## src/rtl/audio_ctl_i2c_slave.sv

```systemverilog
module audio_ctl_i2c_slave #(
  parameter logic [6:0] DEV_ADDR = 7'h41
) (
  input  logic       clk,
  input  logic       rst_n,
  input  logic       scl_i,
  input  logic       sda_i,
  output logic       sda_oe,
  output logic       bus_busy,
  output logic [5:0] vol_l,
  output logic [5:0] vol_r,
  output logic [3:0] bass,
  output logic [3:0] treble,
  output logic       mute,
  output logic [1:0] mode,
  output logic [1:0] source
);
  localparam logic [7:0] VOL_FLOOR = 8'd36;
  localparam logic [7:0] BASS_TOP  = 8'd9;
  localparam logic [7:0] TREB_TOP  = 8'd8;
  localparam logic [7:0] TONE_MID  = 8'd4;
  localparam logic [7:0] SUB_LAST  = 8'd4;

  typedef enum logic [1:0] {PH_IDLE, PH_ADDR, PH_SUB, PH_DATA} phase_t;

  logic [1:0] scl_sy, sda_sy;
  logic       scl_q, sda_q;
  phase_t     phase;
  logic [3:0] bitn;
  logic [7:0] shreg, sub;

  always_ff @(posedge clk) begin
    if (!rst_n) begin
      scl_sy <= 2'b11;
      sda_sy <= 2'b11;
      scl_q  <= 1'b1;
      sda_q  <= 1'b1;
    end else begin
      scl_sy <= {scl_sy[0], scl_i};
      sda_sy <= {sda_sy[0], sda_i};
      scl_q  <= scl_sy[1];
      sda_q  <= sda_sy[1];
    end
  end

  wire scl      = scl_sy[1];
  wire sda      = sda_sy[1];
  wire scl_rise = scl & ~scl_q;
  wire scl_fall = ~scl & scl_q;
  wire start_c  = scl & scl_q & sda_q & ~sda;
  wire stop_c   = scl & scl_q & ~sda_q & sda;
  wire byte_end = scl_fall && (bitn == 4'd8);
  wire wr_en    = byte_end && (phase == PH_DATA) && !start_c && !stop_c;

  always_ff @(posedge clk) begin
    if (!rst_n) begin
      phase    <= PH_IDLE;
      bitn     <= 4'd0;
      shreg    <= 8'd0;
      sub      <= 8'd0;
      sda_oe   <= 1'b0;
      bus_busy <= 1'b0;
    end else if (start_c) begin
      phase    <= PH_ADDR;
      bitn     <= 4'd0;
      sda_oe   <= 1'b0;
      bus_busy <= 1'b1;
    end else if (stop_c) begin
      phase    <= PH_IDLE;
      bitn     <= 4'd0;
      sda_oe   <= 1'b0;
      bus_busy <= 1'b0;
    end else if (phase != PH_IDLE) begin
      if (scl_rise) begin
        if (bitn < 4'd8) begin
          shreg <= {shreg[6:0], sda};
          bitn  <= bitn + 4'd1;
        end else begin
          bitn <= 4'd9;
        end
      end else if (byte_end) begin
        sda_oe <= 1'b1;
        case (phase)
          PH_ADDR:
            if (shreg == {DEV_ADDR, 1'b0}) phase <= PH_SUB;
            else begin
              phase  <= PH_IDLE;
              sda_oe <= 1'b0;
            end
          PH_SUB: begin
            sub   <= shreg;
            phase <= PH_DATA;
          end
          default:
            if (sub != 8'hFF) sub <= sub + 8'd1;
        endcase
      end else if (scl_fall && bitn == 4'd9) begin
        sda_oe <= 1'b0;
        bitn   <= 4'd0;
      end
    end
  end

  wire [5:0] vol_n  = (shreg >= VOL_FLOOR) ? VOL_FLOOR[5:0] : shreg[5:0];
  wire [3:0] bass_n = (shreg > BASS_TOP) ? BASS_TOP[3:0] : shreg[3:0];
  wire [3:0] treb_n = (shreg > TREB_TOP) ? TREB_TOP[3:0] : shreg[3:0];
  wire [1:0] mode_n = (shreg[2:1] == 2'd3) ? 2'd2 : shreg[2:1];
  wire [1:0] src_n  = (shreg[4:3] == 2'd3) ? 2'd2 : shreg[4:3];

  always_ff @(posedge clk) begin
    if (!rst_n) begin
      vol_l  <= VOL_FLOOR[5:0];
      vol_r  <= VOL_FLOOR[5:0];
      bass   <= TONE_MID[3:0];
      treble <= TONE_MID[3:0];
      mute   <= 1'b1;
      mode   <= 2'd0;
      source <= 2'd0;
    end else if (wr_en && sub <= SUB_LAST) begin
      case (sub[2:0])
        3'd0: vol_l  <= vol_n;
        3'd1: vol_r  <= vol_n;
        3'd2: bass   <= bass_n;
        3'd3: treble <= treb_n;
        default: begin
          mute   <= shreg[0];
          mode   <= mode_n;
          source <= src_n;
        end
      endcase
    end
  end
endmodule

```

## config.mk

```make
export PLATFORM = sky130hd
export DESIGN_NAME = audio_ctl_i2c_slave
export DESIGN_NICKNAME = d
export VERILOG_FILES = /design/src/rtl/audio_ctl_i2c_slave.sv
export SDC_FILE = /design/constraint.sdc
export NUM_CORES = 1
export LEC_CHECK = 0
export CAP_MARGIN = 20
export CORE_MARGIN = 3
export CORE_UTILIZATION = 55
export DETAILED_ROUTE_END_ITERATION = 16
export HOLD_SLACK_MARGIN = 0.15
export PLACE_DENSITY = 0.78
export SETUP_SLACK_MARGIN = 0.5
export SLEW_MARGIN = 20
export SYNTH_ARGS = -nofsm -noshare
export SYNTH_HDL_FRONTEND = slang
export SYNTH_SLANG_ARGS = --single-unit
```

## constraint.sdc

```tcl
create_clock -name clk -period 5.6 [get_ports clk]
set_input_delay 1.12 -clock clk [delete_from_list [all_inputs] [get_ports clk]]
set_output_delay 1.12 -clock clk [all_outputs]
set_load 0.02 [all_outputs]
```

Word-level counts from Yosys, hierarchy flattened:

Index checks and enable logic that the tools add are counted.

* bits of input ports: 4
* register bits: 55
* output and inout bits: 27
* logic and storage cells: 111

* reduce and logical (&&, ||, !) cells: 31
* order comparisons: 5
* bitwise logic cells: 17
* add/sub/neg operators: 2
* mux-type cells: 24
* equality and inequality tests: 14

Operators with widths (count)
* 2-to-1 mux 4 bit: 6
* greater-than comparator 8 x 4 -> 1 bit, second input constant: 2
* case mux 8 bit (2 select lines): 1
* nonzero test 2 bit: 6
* 2-to-1 mux 1 bit: 11
* inverter 1 bit: 10
* AND reduction 2 bit: 5
* adder 8 x 1 -> 8 bit, second input constant: 1
* equality test 2 bit, second input constant: 4
* equality test 4 bit, second input constant: 2
* equality test 8 bit, second input constant: 1
* >= comparator 8 x 6 -> 1 bit, second input constant: 1
* <= comparator 8 x 3 -> 1 bit, second input constant: 1
* 2-to-1 mux 8 bit: 1
* != test 8 bit, second input constant: 1
* AND reduction 4 bit: 2
* AND 1 bit: 7
* AND reduction 7 bit: 1
* equality test 3 x 2 -> 1 bit, second input constant: 2
* logical AND 1 bit: 6
* 2-to-1 mux 2 bit: 3
* 2-to-1 mux 6 bit: 1
* AND reduction 3 bit: 2
* nonzero test 3 bit: 2
* 13 further kinds: 14

Depth between registers and ports, before layout:

* word-level depth: 8
* gate-level depth with buffers: 8
* depth with buffers taken out: 6

Worst setup path after synthesis:

No wires, ideal clock.

* path type: register -> register
* from: register phase[0]
* to: register sub[4]
* cell stages (with the launch flop): 8
* clock period less this slack: 1.988 ns
* arrival time: 1.853 ns
* slack: 3.612 ns
* data required time: 5.466 ns
* setup time: 0.134 ns
* buffers on the path: 2
* path through: dfxtp_1 > inv_1 > ha_1 > clkbuf_1 > or4_4 > buf_2 > o311ai_0 > o31ai_1

* word-level cells in the longest chain between the ends: 3
* elaborated cells on any way between the ends: 7
* classes of those cells: 2 x eq/ne; 1 x mux; 1 x bitwise; 3 x reduce/logical

RTL lines
* from (decl): line 28 `phase_t phase;`
* from (signal assigned): line 57 `phase <= PH_IDLE;`
* from (signal assigned): line 64 `phase <= PH_ADDR;`
* from (signal assigned): line 69 `phase <= PH_IDLE;`
* equality test 2 bit / equality test 2 x 1 -> 1 bit (equally long branches): line 83 `case (phase)`
* nonzero test 2 bit (no line) / inverter 1 bit (equally long branches)
* AND reduction 7 bit (no line)
* to (signal assigned): line 91 `sub <= shreg;`
* to (signal assigned): line 95 `if (sub != 8'hFF) sub <= sub + 8'd1;`
* to (decl): line 30 `logic [7:0] shreg, sub;`

Several ways; a longest one is shown, not always the timed one.
A chain may end at the register's enable or synchronous reset.

==> flow_metrics.tcl <==
set metrics [dict create \
    finalHoldViolCount 0 \
    io_buffer_count 30 \
    clk_pin_slew_ns 0.09 \
    vias 2260 \
    firstDrtPassIters 4 \
    syn_nets 323 \
    cp_top_family "buffers and inverters" \
    fin_skew_ns 0.004581 \
    grt_pass1_vias 2231 \
    fin_area_mm2 0.003127 \
    setup_viol 0 \
    ctsResizeCount 0 \
    mostFrequentLayoutCells "dfxtp_1 (55), nand2_1 (30), clkdlybuf4s50_1 (30)" \
    antenna_found_initial 0 \
    dr_wl_met2_um 2878 \
    num_rows 24 \
    rr_startpoint "scl_sy[1]" \
    die_y_um 76.28 \
    io-pin-count 31 \
    placed_cell_area_mm2 0.003027 \
    min_period_ns 2.636 \
    synth_cell_types 52 \
    ctsLongestPathBuffers 2 \
    hold_depth 1 \
    status "finished, final reports clean" \
    max_slew_margin 0.3457 \
    core_region_area_mm2 0.004564 \
    drt-total-wl_um 6038 \
    p_comb_frac 0.027 \
    root_buffer "clkbuf_8" \
    cts.sinks 55 \
    switching_share 0.2092 \
    crit_slowest_cell "inv_1" \
    place_congestion 0.8268 \
    fmax_mhz 379.3 \
    wl_met1_um 2849 \
    met3_length_um 260 \
    dp_hpwl_um 4286 \
    synth_warnings 0 \
    critPathMaxStageDelay_ns 0.74 \
    worstPathMaxFanout 32 \
    synth_seq_cells 55 \
    grt_util_all_layers 0.2178 \
    required_ns 5.81 \
    avgSynthCellArea_um2 8.848 \
    ys_seq_area_frac 0.4053 \
    seq_area_mm2 0.001101 \
    crit_arrival_ns 2.85 \
    num_antenna_cells 0 \
    drt-vias-per-instance 5.751 \
    start_util 0.5951 \
    h-tree-depth 2 \
    post_cts_buffers 0 \
    drive_above_1_share 0.06707 \
    reg2reg_to "sub[0]" \
    insertion_delay_ns 0.31 \
    path_cells "clkdlybuf4s50_1 > buf_4 > inv_1 > nor3_1 > a31o_2" \
    cts_made_buffers 5 \
    synth_cells 307 \
    syn-cell-area_mm2 0.002716 \
    path_buf_inv 3 \
    power.total_uw 647.9 \
    start_kind "primary input" \
    final_common_cell "dfxtp_1" \
    synth-edff-count 0 \
    holdBufCountCts 0 \
    power.density_mw_per_mm2 207.2 \
    final_core_util 0.6850 \
    worstSetupPathType "primary input to flop" \
    rsz0062_at_grt "no" \
    p_sw_uw 135.5 \
    remaining_drc_errors 0 \
    hp-start "scl_sy[0]" \
    ant_nets 0 \
    async_flop_share 0 \
    synth-main-ff-cell "dfxtp_1" \
    peakVddDrop_mv 0.1825 \
    routedWlPerCell_um 15.36 \
    dr.first_iter.drc_count 159 \
    min_path_type "flop to flop" \
    cap_viol_max_count 0 \
    hold_slack_ns 0.4247 \
    gr-total-overflow 0 \
    ff2ff_path_depth 4 \
    nets 343 \
    cts_tree "done" \
    die_area_mm2 0.005818 \
    grt_max_degree 33 \
    final.period_utilization 0.4707 \
    p_int_uw 512.4 \
    crit_path_end_kind "flop" \
    top_layer_used "met4" \
    area_growth_pct 15.11 \
    setup_tns_ns 0 \
    fill_cells 395 \
    tightest_slew_ns 0.9804 \
    rrSetupSlack_ns 3.10 \
    power_frac_clock 0.364 \
    die_w_um 76.28 \
    grt_pass1_wl_um 10590 \
    multi_input_area_mm2 0.001488 \
    p_seq_frac 0.610 \
    holdPathEnd "scl_sy[1]" \
    drv_slew 0 \
    p_leak_uw 0.001080 \
]
-- kinds of logic after synthesis --
group,after synthesis,synth area share
AO/OA/AOI/OAI,71,0.1654
XOR/XNOR,1,0.003225
adder cells (fa/ha/maj),12,0.05527
buffers and inverters,31,0.04698
flip-flops,55,0.4053
multiplexers,18,0.06679
AND/OR/NAND/NOR,119,0.2570
-- worst max-delay path by stage --
stage	from	endpoint	slack, ns	depth (start not counted)
after global routing	rst_n	phase[0]	2.86	5
after floorplan	phase[0]	sub[4]	3.61	7
after detailed placement	rst_n	phase[0]	2.62	5
after global placement	rst_n	phase[0]	2.65	5
final	rst_n	phase[0]	2.96	5
after CTS	rst_n	phase[0]	2.96	5
-- layout make-up --
type,instances,share of cell area
multi-input cells,221,0.4758
flip-flops and latches,55,0.3521
repair buffers,31,0.09844
clock buffers,8,0.03201
well taps,65,0.02601
inverters,13,0.01561
-- state kept, by name, summed over array words and instances, names as in the netlist --
| signal | count |
|---|---|
| mute | 1 |
| vol_r | 6 |
| sda_q | 1 |
| sub | 8 |
| bus_busy | 1 |
| bitn | 4 |
| source | 2 |
| mode | 2 |
| bass | 4 |
| scl_sy | 2 |
| phase | 2 |
| treble | 4 |
| shreg | 8 |
| vol_l | 6 |
| scl_q | 1 |
| sda_sy | 2 |
| sda_oe | 1 |
-- power groups by stage --
stage	registers, uW	clock network (uW)	logic (uW)
6_report	395	236	17.2
5_1_grt	396	257	19.1
4_1_cts	395	239	17.2
3_5_place_dp	404	0	17.2
3_3_place_gp	404	0	16.9
2_1_floorplan	404	0	10.5
-- per-layer routing --
metal / up-vias / track usage
met3: 5 / 0.04492
met4: 0 / 0.04529
met1: 1072 / 0.3017
li1: 1136 / -
met2: 47 / 0.3515
met5: - / 0
-- synth_stat cells (all sizes together), types with 5 or more instances --
| master | count | area share |
|---|---|---|
| dfxtp | 55 | 0.41 |
| nand2 | 30 | 0.041 |
| a21oi | 24 | 0.044 |
| nor2 | 22 | 0.030 |
| mux2i | 17 | 0.063 |
| o21ai | 17 | 0.031 |
| clkbuf | 15 | 0.021 |
| inv | 13 | 0.018 |
| ha | 12 | 0.055 |
| nand2b | 9 | 0.021 |
| nor3 | 8 | 0.015 |
| nand3 | 7 | 0.013 |
| nor2b | 6 | 0.014 |
| and3 | 5 | 0.012 |
| o311ai | 5 | 0.016 |
| o31ai | 5 | 0.014 |
-- stage by stage --
step	worst slack (ns)	std cells
after global placement	2.653	385
after CTS	2.958	393
after global routing	2.857	393
final	2.964	393
after detailed placement	2.621	385
after floorplan	3.612	307
Power figures use the tool's default switching activity.
